===== src/rtl/autobaud_pkg.sv =====
package autobaud_pkg;

   // Measurement controller states.
   typedef enum logic [1:0] {
      ST_IDLE = 2'd0,   // waiting for a start edge while armed
      ST_LOW  = 2'd1,   // start bit seen, waiting for the line to rise
      ST_HIGH = 2'd2,   // high data bits seen, waiting for the closing fall
      ST_HOLD = 2'd3    // result delivered, waiting for arm to drop
   } ab_state_t;

   // Bits needed to hold values 0 .. n-1 (at least one bit).
   function automatic int bits_for(input int n);
      return (n < 2) ? 1 : $clog2(n);
   endfunction

endpackage


===== src/rtl/ab_line_sync.sv =====
module ab_line_sync #(
   parameter int STAGES = 2
) (
   input  logic clk,
   input  logic rst_n,
   input  logic line_in,
   output logic fall,
   output logic rise
);

   if (STAGES < 0 || STAGES > 8) begin : g_bad_stages
      $error("ab_line_sync: STAGES must lie in 0..8");
   end

   logic line_r;
   logic line_q;

   // Variant choice: direct feed or a metastability chain.
   if (STAGES == 0) begin : g_direct
      assign line_r = line_in;
   end else begin : g_chain
      logic [STAGES-1:0] chain;
      always_ff @(posedge clk or negedge rst_n) begin
         if (!rst_n) begin
            chain <= '1;
         end else begin
            chain[0] <= line_in;
            for (int i = 1; i < STAGES; i++) begin
               chain[i] <= chain[i-1];
            end
         end
      end
      assign line_r = chain[STAGES-1];
   end

   always_ff @(posedge clk or negedge rst_n) begin
      if (!rst_n) line_q <= 1'b1;
      else        line_q <= line_r;
   end

   assign fall = line_q & ~line_r;
   assign rise = ~line_q & line_r;

   // An edge report of one kind excludes the other.
   assert_edge_exclusive_R2: assert property (@(posedge clk) disable iff (!rst_n)
      !(fall && rise));

   // Two falls cannot be back to back without a rise in between.
   assert_fall_spacing_R2: assert property (@(posedge clk) disable iff (!rst_n)
      fall |=> !fall);

endmodule


===== src/rtl/ab_span_meter.sv =====
module ab_span_meter #(
   parameter int UNIT    = 80,
   parameter int TIMEOUT = 24000,
   parameter int Q_W     = 10,
   parameter int Q_SAT   = 257
) (
   input  logic           clk,
   input  logic           rst_n,
   input  logic           clear,
   input  logic           run,
   output logic [Q_W-1:0] quo_now,
   output logic           expired
);

   localparam int SUB_W = autobaud_pkg::bits_for(UNIT);
   localparam int EL_W  = autobaud_pkg::bits_for(TIMEOUT + 1);
   localparam int HALF  = UNIT / 2;

   if (UNIT < 1) begin : g_bad_unit
      $error("ab_span_meter: UNIT must be at least 1");
   end
   if (TIMEOUT < UNIT) begin : g_bad_timeout
      $error("ab_span_meter: TIMEOUT must cover at least one UNIT");
   end
   if (Q_SAT >= (1 << Q_W)) begin : g_bad_qsat
      $error("ab_span_meter: Q_SAT does not fit in Q_W bits");
   end

   logic [SUB_W-1:0] sub_q;
   logic [Q_W-1:0]   quo_q;
   logic [EL_W-1:0]  el_q;
   logic             wrap;

   // Rounding prescaler: starting the phase at UNIT/2 makes the quotient
   // equal floor((n + UNIT/2) / UNIT) after n counted clocks.
   assign wrap    = (sub_q == SUB_W'(UNIT - 1));
   assign quo_now = (wrap && quo_q != Q_W'(Q_SAT)) ? quo_q + Q_W'(1) : quo_q;
   assign expired = run && (el_q == EL_W'(TIMEOUT));

   always_ff @(posedge clk or negedge rst_n) begin
      if (!rst_n) begin
         sub_q <= '0;
         quo_q <= '0;
         el_q  <= '0;
      end else if (clear) begin
         sub_q <= SUB_W'(HALF);
         quo_q <= '0;
         el_q  <= '0;
      end else if (run) begin
         sub_q <= wrap ? '0 : sub_q + SUB_W'(1);
         quo_q <= quo_now;
         if (el_q != EL_W'(TIMEOUT)) el_q <= el_q + EL_W'(1);
      end
   end

   // A fresh measurement starts from an empty quotient and elapsed count.
   assert_clear_empty_R3: assert property (@(posedge clk) disable iff (!rst_n)
      clear |=> (quo_q == '0 && el_q == '0));

   // The quotient advances by at most one step per counted clock.
   assert_quo_step_R3: assert property (@(posedge clk) disable iff (!rst_n)
      (run && !clear) |=> (quo_q == $past(quo_q) || quo_q == $past(quo_q) + Q_W'(1)));

   // The elapsed count never passes the timeout limit.
   assert_elapsed_bound_R8: assert property (@(posedge clk) disable iff (!rst_n)
      (run && !clear) |=> (el_q <= EL_W'(TIMEOUT)));

endmodule


===== src/rtl/ab_div_map.sv =====
module ab_div_map #(
   parameter int DIV_W = 8,
   parameter int Q_W   = 10
) (
   input  logic [Q_W-1:0]   quo,
   output logic [DIV_W-1:0] div
);

   localparam int DIV_TOP = (1 << DIV_W) - 1;

   if (Q_W < DIV_W + 1) begin : g_bad_qw
      $error("ab_div_map: Q_W must exceed DIV_W");
   end

   // Subtract one from the rounded span count and clamp to the divisor range.
   always_comb begin
      if (quo == '0) begin
         div = '0;
      end else if (quo > Q_W'(DIV_TOP + 1)) begin
         div = DIV_W'(DIV_TOP);
      end else begin
         div = DIV_W'(quo - Q_W'(1));
      end
   end

endmodule


===== src/rtl/autobaud_detect.sv =====
module autobaud_detect #(
   parameter int              DIV_W          = 8,
   parameter int              OVERSAMPLE     = 16,
   parameter int              SPAN_BITS      = 5,
   parameter int              TIMEOUT_CYCLES = 24000,
   parameter int              SYNC_STAGES    = 2,
   parameter logic [DIV_W-1:0] INIT_DIV      = '0
) (
   input  logic             clk,
   input  logic             rst_n,
   input  logic             rx_line,
   input  logic             arm,
   output logic [DIV_W-1:0] divisor,
   output logic             div_done
);

   import autobaud_pkg::*;

   localparam int UNIT  = OVERSAMPLE * SPAN_BITS;
   localparam int Q_SAT = (1 << DIV_W) + 1;
   localparam int Q_W   = DIV_W + 2;

   if (DIV_W < 1 || DIV_W > 16) begin : g_bad_divw
      $error("autobaud_detect: DIV_W must lie in 1..16");
   end
   if (OVERSAMPLE < 1 || SPAN_BITS < 1) begin : g_bad_unit
      $error("autobaud_detect: OVERSAMPLE and SPAN_BITS must be positive");
   end

   logic            fall;
   logic            rise;
   logic            meas_clear;
   logic            meas_run;
   logic            expired;
   logic            end_hit;
   logic [Q_W-1:0]  quo_now;
   logic [DIV_W-1:0] div_map;
   ab_state_t       state;
   ab_state_t       state_nx;

   ab_line_sync #(
      .STAGES (SYNC_STAGES)
   ) i_sync (
      .clk     (clk),
      .rst_n   (rst_n),
      .line_in (rx_line),
      .fall    (fall),
      .rise    (rise)
   );

   ab_span_meter #(
      .UNIT    (UNIT),
      .TIMEOUT (TIMEOUT_CYCLES),
      .Q_W     (Q_W),
      .Q_SAT   (Q_SAT)
   ) i_meter (
      .clk     (clk),
      .rst_n   (rst_n),
      .clear   (meas_clear),
      .run     (meas_run),
      .quo_now (quo_now),
      .expired (expired)
   );

   ab_div_map #(
      .DIV_W (DIV_W),
      .Q_W   (Q_W)
   ) i_map (
      .quo (quo_now),
      .div (div_map)
   );

   assign meas_clear = (state == ST_IDLE) && arm && fall;
   assign meas_run   = (state == ST_LOW) || (state == ST_HIGH);
   assign end_hit    = (state == ST_HIGH) && arm && fall && !expired;

   always_comb begin
      state_nx = state;
      unique case (state)
         ST_IDLE: if (arm && fall) state_nx = ST_LOW;
         ST_LOW: begin
            if (!arm || expired) state_nx = ST_IDLE;
            else if (rise)       state_nx = ST_HIGH;
         end
         ST_HIGH: begin
            if (!arm || expired) state_nx = ST_IDLE;
            else if (fall)       state_nx = ST_HOLD;
         end
         ST_HOLD: if (!arm) state_nx = ST_IDLE;
         default: state_nx = ST_IDLE;
      endcase
   end

   always_ff @(posedge clk or negedge rst_n) begin
      if (!rst_n) begin
         state    <= ST_IDLE;
         divisor  <= INIT_DIV;
         div_done <= 1'b0;
      end else begin
         state    <= state_nx;
         div_done <= end_hit;
         if (end_hit) divisor <= div_map;
      end
   end

   // The completion strobe lasts a single cycle.
   assert_done_single_R5: assert property (@(posedge clk) disable iff (!rst_n)
      div_done |=> !div_done);

   // The divisor moves only together with the strobe.
   assert_div_hold_R5: assert property (@(posedge clk) disable iff (!rst_n)
      !div_done |-> $stable(divisor));

   // With arm low the controller returns to waiting and cannot be measuring.
   assert_unarmed_idle_R6: assert property (@(posedge clk) disable iff (!rst_n)
      !arm |=> (state == ST_IDLE));

   // Once a result is out, a held arm blocks further results.
   assert_hold_blocks_R7: assert property (@(posedge clk) disable iff (!rst_n)
      (state == ST_HOLD && arm) |=> !div_done);

   // An expired measurement yields no result.
   assert_expire_silent_R8: assert property (@(posedge clk) disable iff (!rst_n)
      (meas_run && expired) |=> !div_done);

   // A measurement interrupted by arm falling yields no result.
   assert_abort_silent_R9: assert property (@(posedge clk) disable iff (!rst_n)
      (meas_run && !arm) |=> !div_done);

endmodule


===== config.mk =====
export PLATFORM = sky130hd
export DESIGN_NAME = autobaud_detect
export DESIGN_NICKNAME = d
export VERILOG_FILES = /design/src/rtl/autobaud_pkg.sv /design/src/rtl/ab_line_sync.sv /design/src/rtl/ab_span_meter.sv /design/src/rtl/ab_div_map.sv /design/src/rtl/autobaud_detect.sv
export SDC_FILE = /design/constraint.sdc
export NUM_CORES = 1
export LEC_CHECK = 0
export ABC_AREA = 1
export CAP_MARGIN = 20
export CORE_MARGIN = 2
export CORE_UTILIZATION = 55
export DETAILED_ROUTE_END_ITERATION = 8
export PLACE_DENSITY = 0.76
export SKIP_LAST_GASP = 1
export SLEW_MARGIN = 20
export SYNTH_ARGS = -nofsm -noshare
export SYNTH_HDL_FRONTEND = slang
export SYNTH_SLANG_ARGS = --single-unit

===== constraint.sdc =====
create_clock -name clk -period 1.9 [get_ports clk]
set_input_delay 0.19 -clock clk [delete_from_list [all_inputs] [get_ports clk]]
set_output_delay 0.19 -clock clk [all_outputs]
set_load 0.05 [all_outputs]

==> impl_metrics.yaml, run 1 <==
outcome:
  status: "finished with violations"
  violations: "setup timing"
finish:
  n_antenna_cell: 0
  syn_to_final_growth_pct: 35.4
  drive_gt1_frac: 0.363
  nFillCells: 367
  final_area_um2: 4140
  nets: 505
floorplan:
  dieArea_um2: 6170
  fp.coreArea_um2: 5440
  rows: 27
  die_width_um: 78.6
  die_h_um: 78.6
  start_util: 0.562
  io_pins: 13
power_and_ir_drop:
  finalPower_w: 0.00706
  p_leak_nw: 2.00
  switching_share: 0.465
  powerDensity_nw_per_um2: 1710
  p_clk_frac: 0.110
  irDropWorstVdd_mv: 1.19
  p_comb_frac: 0.665
  p_int_w: 0.00377
  netSwitchingPower_w: 0.00328
  seq_power_share: 0.225
timing:
  drv_slew: 0
  worst_pin_slew_ns: 0.562
  slew_headroom: 0.622
  setup_viol_count_final: 8
  setup_ws_ns: -0.363
  fin_skew_ns: 0.0132
  min_period_over_period: 1.19
  rsz0062_at_grt: "yes"
  hold_slack_ns: 0.289
  finalHoldViolCount: 0
  clock.fmax_ghz: 0.442
  fin_crit_ns: 2.26
clock_tree:
  insertion_delay_ns: 0.31
  clkTransAtPathRegs_ns: 0.09
  clockBufferDepth: 2
  clock_sinks: 46
  numCtsBuffers: 5
  cts_max_level: 2
  root_buffer: "clkbuf_8"
  cts_tree: "built"
logic_synthesis:
  yosys.cell_count.top_type: "nand2_1"
  synth.avg_cell_area_um2: 7.68
  syn-num-nets: 413
  ys_ff_latch: 46
  ys_top_cells_by_count: "nand2_1 (95), inv_1 (46), dfrtp_1 (43), nand3_1 (33), nor2_1 (31)"
  synth.distinct_cells: 38
  yosys-top-cells-area: "dfrtp_1 (35%), nand2_1 (12%), inv_1 (5.6%)"
  synth_top_area_share: 0.352
  synth_edf_count: 0
  yosysSeqAreaShare: 0.378
  yosys_warnings: 0
  synth_top_area_cell: "dfrtp_1"
  synth_flop_cell: "dfrtp_1"
  synth_area_um2: 3060
  synthCells: 398
  async_reset_ff_frac: 1.00
worst_setup_path:
  cp_slowest_stage_delay_ns: 0.43
  crit_required_ns: 2.09
  critPathLaunchType: "flip-flop"
  worstSetupPathType: "reg2reg"
  path_cells: "ha_4 -> inv_2 -> nor2_4 -> nand3_2 -> nor2_4 -> nor2_8 -> nand2_2 -> nand2_4 -> ha_4 -> nand3_2 -> nor2_2 -> nand2_2 -> o21ai_4 -> nand3_2 -> nand2_1 -> nand2_1"
  cp_max_fo: 8
  crit_top_cell: "nand3_2"
  cp-end-kind: "flip-flop"
  worst_path_max_delay_cell: "dfrtp_2"
  cp.arrival_ns: 2.46
route:
  routed_wl_um: 8120
  drcViolationCount: 0
  first_pass_iters: 6
  ant_nets: 0
  drt_iter0_drc: 258
  avgViaCountPerCell: 5.35
  dr_total_vias: 3011
  wl_per_cell_um: 14.4
global_routing:
  grt_max_degree: 22
  use_met2: 0.451
  grt.met3_usage: 0.0437
  antenna_found_initial: 0
  grt_most_used_layer: "met2"
  grt_pass1_wl_um: 13200
  grt_usage: 0.269
  grt_pass1_vias: 2952
  grt_overflow: 0
  use_met1: 0.347
job:
  maxCapViolations: 0
placed_design:
  port-buffer-count: 12
  hpwlAfterDp_um: 5470
  gp_congestion: 0.877
  place_area_um2: 3760
min_path:
  hold_class: "in2async"
-- cells by family after synthesis --
group                    after synthesis  share of synthesized area
flip-flops                            46                      0.378
adder cells (fa/ha/maj)               11                     0.0450
AO/OA/AOI/OAI                         48                     0.0982
XOR/XNOR                              13                     0.0372
AND/OR/NAND/NOR                      217                      0.362
buffers and inverters                 63                     0.0798
-- power by group through the flow --
stage                     Combinational [W]  Sequential (W)  Clock (W)
after floorplan                     0.00234         0.00181          0
after global placement              0.00393         0.00156          0
after detailed placement            0.00401         0.00157          0
after CTS                           0.00417         0.00157   0.000789
after global routing                0.00519         0.00162   0.000827
final                               0.00469         0.00159   0.000778
-- area by class of cell --
type                       count  area (um^2)  share of cell area
clock buffer                   7         86.3              0.0209
inverter                      58          226              0.0547
tap                           72         90.1              0.0218
clock inverter                 1         30.0             0.00726
multi-input combinational    289         1830               0.442
timing repair buffer          90          718               0.174
sequential                    46         1160               0.279
-- worst max-delay path, delay by kind of cell (launching register included) --
family / cells / cell delay (ns)
DFF: 1 / 0.43
buffers and inverters: 1 / 0.07
and+or+nand+nor: 12 / 1.06
AOI/OAI and AO/OA: 1 / 0.29
adders and majority gates: 2 / 0.30
-- metrics by stage --
stage	instances	worst slack [ns]	TNS (ns)	util
after detailed placement	539	-0.200	-1.44	0.692
after CTS	554	-0.228	-1.66	0.727
after global routing	563	-0.482	-4.65	0.761
after floorplan	398	-0.174	-1.29	-
after global placement	539	-0.155	-1.02	0.692
final	563	-0.363	-2.57	0.761
-- per-layer routing --
metal / part of all wire / wire (um)
met1: 0.43 / 3520
met2: 0.48 / 3900
met3: 0.058 / 473
met4: 0.027 / 221
met5: 0 / 0
-- layout by cell type, fill, tap and decap left out, drive strengths merged --
master,netlist,final
nand3,38,38
o221ai,1,1
clkdlybuf4s50,0,11
xnor2,2,2
xor2,11,11
ha,11,11
dfrtp,43,43
inv,56,56
nor2,43,43
nand4,5,5
o21a,3,3
bufinv,0,1
a211oi,1,1
a22o,1,1
nor3,12,12
a32o,1,1
o31ai,5,5
a22oi,1,1
nand2,115,115
a21oi,7,7
dfstp,3,3
dlygate4sd3,0,1
nor4,4,4
buf,3,78
clkinv,2,2
o22ai,9,9
o21ai,19,19
clkbuf,2,7
-- final timing paths --
kind | slack (ns) | from | endpoint | depth (start not counted)
max | -0.36 | i_meter.quo_q[0]$_DFFE_PN0P_ | divisor[2]$_DFFE_PN0P_ | 16
min | 0.29 | rst_n | i_meter.quo_q[1]$_DFFE_PN0P_ | 2
max reg2reg | -0.36 | i_meter.quo_q[0]$_DFFE_PN0P_ | divisor[2]$_DFFE_PN0P_ | 16
min reg2reg | 0.37 | i_sync.g_chain.chain[0]$_DFF_PN1_ | i_sync.g_chain.chain[1]$_DFF_PN1_ | 0
max in group asynchronous | 1.03 | rst_n | i_meter.quo_q[3]$_DFFE_PN0P_ | 3
min in group clk | 0.29 | rx_line | i_sync.g_chain.chain[0]$_DFF_PN1_ | 1
-- timing repair --
item,in CTS,in global routing
endpoints found under the hold margin,8,0
endpoints found under the setup margin,9,30
setup buffers,6,10
hold buffers,1,0
gates resized for setup,4,41
pin swaps,11,25
gates cloned,0,0
-- sequential cells by signal (all words and copies together) (netlist names) --
register	flops
divisor	8
state	2
i_sync.line_q	1
div_done	1
i_meter.quo_q	10
i_sync.g_chain.chain	2
i_meter.el_q	15
i_meter.sub_q	7
Note: power is estimated with default switching activity, not from simulation.
==> run 2: changes to the inputs <==
MAX_ROUTING_LAYER = met4   (was default)
==> impl_metrics.yaml, run 2 (synthesis results as in run 1) <==
timing:
  hold_slack_ns: 0.292
  clock.fmax_ghz: 0.464
  worst_pin_slew_ns: 0.499
  finalHoldViolCount: 0
  drv_slew: 0
  fin_crit_ns: 2.16
  min_period_over_period: 1.14
  rsz0062_at_grt: "yes"
  slew_headroom: 0.666
  setup_ws_ns: -0.257
  setup_viol_count_final: 8
  fin_skew_ns: 0.00644
finish:
  mostFrequentLayoutCell: "nand2_1"
  nFillCells: 375
  syn_to_final_growth_pct: 33.7
  largest_reg_flops: 15
  drive_gt1_frac: 0.356
  largest-register: "i_meter.el_q"
  largestRegisters: "i_meter.el_q: 15 flops, i_meter.quo_q: 10 flops, divisor: 8 flops"
  final_area_um2: 4090
  nets: 500
  seqCellArea_um2: 1160
  final_cell_mix: "nand2_1 (86), buf_4 (71), dfrtp_1 (42)"
  final_util: 0.752
  n_antenna_cell: 0
  multiInputGateArea_um2: 1840
route:
  drt_iter0_drc: 185
  dr_total_vias: 2941
  ant_nets: 0
  routed_wl_um: 7630
  drcViolationCount: 0
  wl_per_cell_um: 13.7
  avgViaCountPerCell: 5.27
  first_pass_iters: 6
power_and_ir_drop:
  p_clk_frac: 0.108
  netSwitchingPower_w: 0.00318
  seq_power_share: 0.229
  irDropWorstVdd_mv: 1.04
  p_comb_frac: 0.663
  finalPower_w: 0.00681
  p_leak_nw: 1.98
  switching_share: 0.467
  powerDensity_nw_per_um2: 1670
  p_int_w: 0.00362
worst_setup_path:
  ff2ff_setup_slack_ns: -0.26
  reg2reg_to: "divisor[5]$_DFFE_PN0P_"
  worstReg2RegStart: "i_meter.sub_q[1]$_DFFE_PN0P_"
  path_cells: "ha_2 -> nand3_4 -> nor2_8 -> inv_4 -> nor2_8 -> nand2_4 -> nand2_4 -> ha_4 -> nand3_2 -> nor2_2 -> nand2_2 -> o21ai_4 -> nand3_1 -> nand2_1 -> nand2_1"
  cp_max_fo: 8
  cp-end-kind: "flip-flop"
  crit_required_ns: 2.09
  worst_path_max_delay_cell: "dfrtp_1"
  cp.arrival_ns: 2.35
  r2r_cells: 15
  worstSetupPathType: "reg2reg"
  critPathLaunchType: "flip-flop"
  cp_slowest_stage_delay_ns: 0.36
floorplan:
  dieArea_um2: 6170
  rows: 27
  io_pins: 13
  fp.coreArea_um2: 5440
  die_h_um: 78.6
  start_util: 0.562
  die_width_um: 78.6
clock_tree:
  clockBufferDepth: 2
  clkTransAtPathRegs_ns: 0.08
  insertion_delay_ns: 0.30
  clock_sinks: 46
  cts_tree: "built"
  cts_max_level: 2
  root_buffer: "clkbuf_8"
  numCtsBuffers: 5
global_routing:
  grt_max_degree: 22
  grt_usage: 0.267
  grt_pass1_wl_um: 12800
  antenna_found_initial: 0
  grt_overflow: 0
  grt_pass1_vias: 2898
placed_design:
  place_ws_ns: -0.230
  port-buffer-count: 12
  place_area_um2: 3760
  hpwlAfterDp_um: 5690
  gp_congestion: 0.898
job:
  maxCapViolations: 0
outcome:
  status: "finished with violations"
  violations: "setup timing"
min_path:
  hold_class: "in2async"
## run 2: metrics by stage
stage,std cells,TNS (ns)
final,558,-1.91
after global routing,558,-3.28
after CTS,553,-1.52
after detailed placement,539,-1.59
after global placement,539,-1.05
after floorplan,398,-1.29
## run 2: critical path, delay by kind of cell (launching register included)
kind                     cells  cell delay, ns
AO/OA/AOI/OAI                1            0.26
flip-flops                   1            0.36
adder cells (fa/ha/maj)      2            0.35
buffers and inverters        1            0.06
AND/OR/NAND/NOR             11            1.02
## run 2: worst max path at each step
stage / from / endpoint / slack [ns] / depth (start not counted)
after global placement: i_meter.quo_q[0]$_DFFE_PN0P_ / divisor[7]$_DFFE_PN0P_ / -0.17 / 16
after CTS: i_meter.sub_q[0]$_DFFE_PN0P_ / divisor[7]$_DFFE_PN0P_ / -0.23 / 15
final: i_meter.sub_q[1]$_DFFE_PN0P_ / divisor[5]$_DFFE_PN0P_ / -0.26 / 15
after global routing: i_meter.sub_q[1]$_DFFE_PN0P_ / divisor[0]$_DFFE_PN0P_ / -0.39 / 17
after floorplan: i_meter.sub_q[0]$_DFFE_PN0P_ / divisor[5]$_DFFE_PN0P_ / -0.17 / 15
after detailed placement: i_meter.sub_q[1]$_DFFE_PN0P_ / divisor[7]$_DFFE_PN0P_ / -0.23 / 15
## run 2: cell type report
| type | instances | area share |
|---|---|---|
| clock inverters | 1 | 0.00735 |
| well taps | 72 | 0.0220 |
| repair buffers | 85 | 0.164 |
| inverters | 58 | 0.0548 |
| clock buffers | 7 | 0.0187 |
| flip-flops and latches | 46 | 0.283 |
| multi-input cells | 289 | 0.451 |
## run 2: timing repair
| action | 4_1_cts | 5_1_grt |
|---|---|---|
| pin swaps | 9 | 16 |
| buffers inserted | 5 | 5 |
| hold buffers | 1 | 0 |
| gates resized for setup | 5 | 39 |
| endpoints found under the setup margin | 11 | 29 |
| endpoints found under the hold margin | 8 | 0 |
## run 2: power by group through the flow
stage	Clock, W	Combinational, W	Sequential, W
2_1_floorplan	0	0.00234	0.00181
3_3_place_gp	0	0.00393	0.00155
3_5_place_dp	0	0.00406	0.00157
4_1_cts	0.000749	0.00416	0.00156
5_1_grt	0.000787	0.00495	0.00160
6_report	0.000732	0.00451	0.00156
## run 2: layer usage
metal	global-route usage	share of wire	up-vias
li1	-	-	1467
met1	0.341	0.44	1394
met2	0.438	0.50	64
met3	0.0379	0.039	16
met4	0.0877	0.014	0
met5	-	0	-
==> run 3: changes to the inputs <==
CORE_MARGIN = default   (was 2)
==> impl_metrics.yaml, run 3 (synthesis results as in run 1) <==
placed_design:
  hpwlAfterDp_um: 5620
  dp_cells: 538
  place_ws_ns: -0.251
  gp_congestion: 0.890
  port-buffer-count: 12
  place_area_um2: 3780
timing:
  setup_viol_count_final: 11
  worst_pin_slew_ns: 0.517
  drv_slew: 0
  min_period_over_period: 1.17
  fin_crit_ns: 2.23
  finalHoldViolCount: 0
  hold_slack_ns: 0.287
  slew_headroom: 0.654
  rsz0062_at_grt: "yes"
  setup_ws_ns: -0.329
  fin_skew_ns: 0.0104
  clock.fmax_ghz: 0.449
finish:
  seqCellArea_um2: 1160
  multiInputGateArea_um2: 1850
  syn_to_final_growth_pct: 35.2
  nets: 503
  largestRegisters: "i_meter.el_q: 15 flops, i_meter.quo_q: 10 flops, divisor: 8 flops"
  final_area_um2: 4130
  final_cell_mix: "nand2_1 (86), buf_4 (73), dfrtp_1 (42)"
  drive_gt1_frac: 0.354
  nFillCells: 351
  largest-register: "i_meter.el_q"
  final_util: 0.789
  mostFrequentLayoutCell: "nand2_1"
  largest_reg_flops: 15
  n_antenna_cell: 0
  stdcell_count: 559
route:
  met3_length_um: 536
  met1Wirelength_um: 3690
  avgViaCountPerCell: 5.53
  dr.max_layer_used: "met4"
  drcViolationCount: 0
  drt_iter0_drc: 299
  wl_per_cell_um: 15.6
  first_pass_iters: 5
  routed_wl_um: 8720
  ant_nets: 0
  dr_wl_met2_um: 4260
  dr_total_vias: 3094
power_and_ir_drop:
  irDropWorstVdd_mv: 1.18
  seq_power_share: 0.222
  p_comb_frac: 0.681
  netSwitchingPower_w: 0.00346
  p_int_w: 0.00370
  p_clk_frac: 0.097
  powerDensity_nw_per_um2: 1730
  switching_share: 0.483
  p_leak_nw: 2.01
floorplan:
  fp.coreArea_um2: 5240
  io_pins: 13
  die_width_um: 76.6
  die_h_um: 76.6
  rows: 26
  dieArea_um2: 5860
  start_util: 0.584
clock_tree:
  clockBufferDepth: 2
  cts_tree: "built"
  cts_max_level: 2
  clock_sinks: 46
  insertion_delay_ns: 0.31
  numCtsBuffers: 5
  clkTransAtPathRegs_ns: 0.10
  root_buffer: "clkbuf_8"
global_routing:
  grt_pass1_wl_um: 13200
  grt_usage: 0.292
  grt_max_degree: 27
  grt_overflow: 0
  antenna_found_initial: 0
  grt_pass1_vias: 2837
outcome:
  violations: "setup timing"
  status: "finished with violations"
worst_setup_path:
  crit_required_ns: 2.11
  worstReg2RegStart: "i_meter.quo_q[1]$_DFFE_PN0P_"
  cp-startpoint: "i_meter.quo_q[1]$_DFFE_PN0P_"
  critPathLaunchType: "flip-flop"
  worstSetupPathType: "reg2reg"
  cp.arrival_ns: 2.44
  cp-end-kind: "flip-flop"
  cp_max_fo: 8
min_path:
  hold_class: "in2reg"
  hp-start: "rx_line"
job:
  maxCapViolations: 0
-- run 3: what timing repair did --
action | CTS | global route
setup buffers | 2 | 10
hold buffers | 1 | 0
endpoints found under the hold margin | 17 | 0
gates resized for setup | 8 | 37
pin swaps | 9 | 18
endpoints found under the setup margin | 10 | 29
-- run 3: power groups by stage --
stage | combinational, W | clock [W] | sequential [W]
2_1_floorplan | 0.00234 | 0 | 0.00181
3_3_place_gp | 0.00403 | 0 | 0.00155
3_5_place_dp | 0.00412 | 0 | 0.00157
4_1_cts | 0.00429 | 0.000701 | 0.00156
5_1_grt | 0.00528 | 0.000743 | 0.00162
6_report | 0.00488 | 0.000696 | 0.00159
-- run 3: path summary, 6_finish.rpt --
| path | slack, ns | cells past startpoint | to |
|---|---|---|---|
| setup / recovery | -0.33 | 16 | divisor[7]$_DFFE_PN0P_ |
| hold / removal | 0.29 | 1 | i_sync.g_chain.chain[0]$_DFF_PN1_ |
| setup reg to reg | -0.33 | 16 | divisor[7]$_DFFE_PN0P_ |
| hold reg to reg | 0.36 | 0 | i_sync.g_chain.chain[1]$_DFF_PN1_ |
| max in group asynchronous | 1.01 | 3 | i_meter.quo_q[0]$_DFFE_PN0P_ |
| min in group asynchronous | 0.36 | 2 | i_meter.el_q[9]$_DFFE_PN0P_ |
-- run 3: layer usage --
| metal | global-route usage | up-vias |
|---|---|---|
| met2 | 0.479 | 133 |
| met1 | 0.382 | 1451 |
| met4 | 0.0673 | 0 |
| met5 | - | - |
| met3 | 0.0419 | 39 |
| li1 | - | 1471 |
-- run 3: stage by stage --
| step | power, W | setup TNS (ns) |
|---|---|---|
| after global routing | 0.00765 | -4.14 |
| final | 0.00717 | -2.50 |
| after detailed placement | 0.00568 | -1.64 |
| after CTS | 0.00655 | -1.77 |
| after global placement | 0.00558 | -1.17 |
| after floorplan | 0.00415 | -1.29 |
-- run 3: worst max-delay path: stages (launching register included) --
cell     delay (ns)
dfrtp_1        0.42
inv_2          0.10
ha_4           0.14
nand2_2        0.06
nor2_4         0.10
nand3_4        0.10
nand2_4        0.11
nand2_2        0.07
nand2_4        0.09
ha_4           0.14
nand3_4        0.07
nor2_4         0.11
nand2_4        0.06
o21ai_4        0.28
nand3_2        0.11
nand2_1        0.09
nand2_1        0.06
-- run 3: cell type report --
cell class / count / area share
timing repair buffer: 88 / 0.170
multi-input combinational: 289 / 0.448
clock inverter: 1 / 0.00212
sequential: 46 / 0.280
clock buffer: 7 / 0.0233
tap: 70 / 0.0212
inverter: 58 / 0.0548
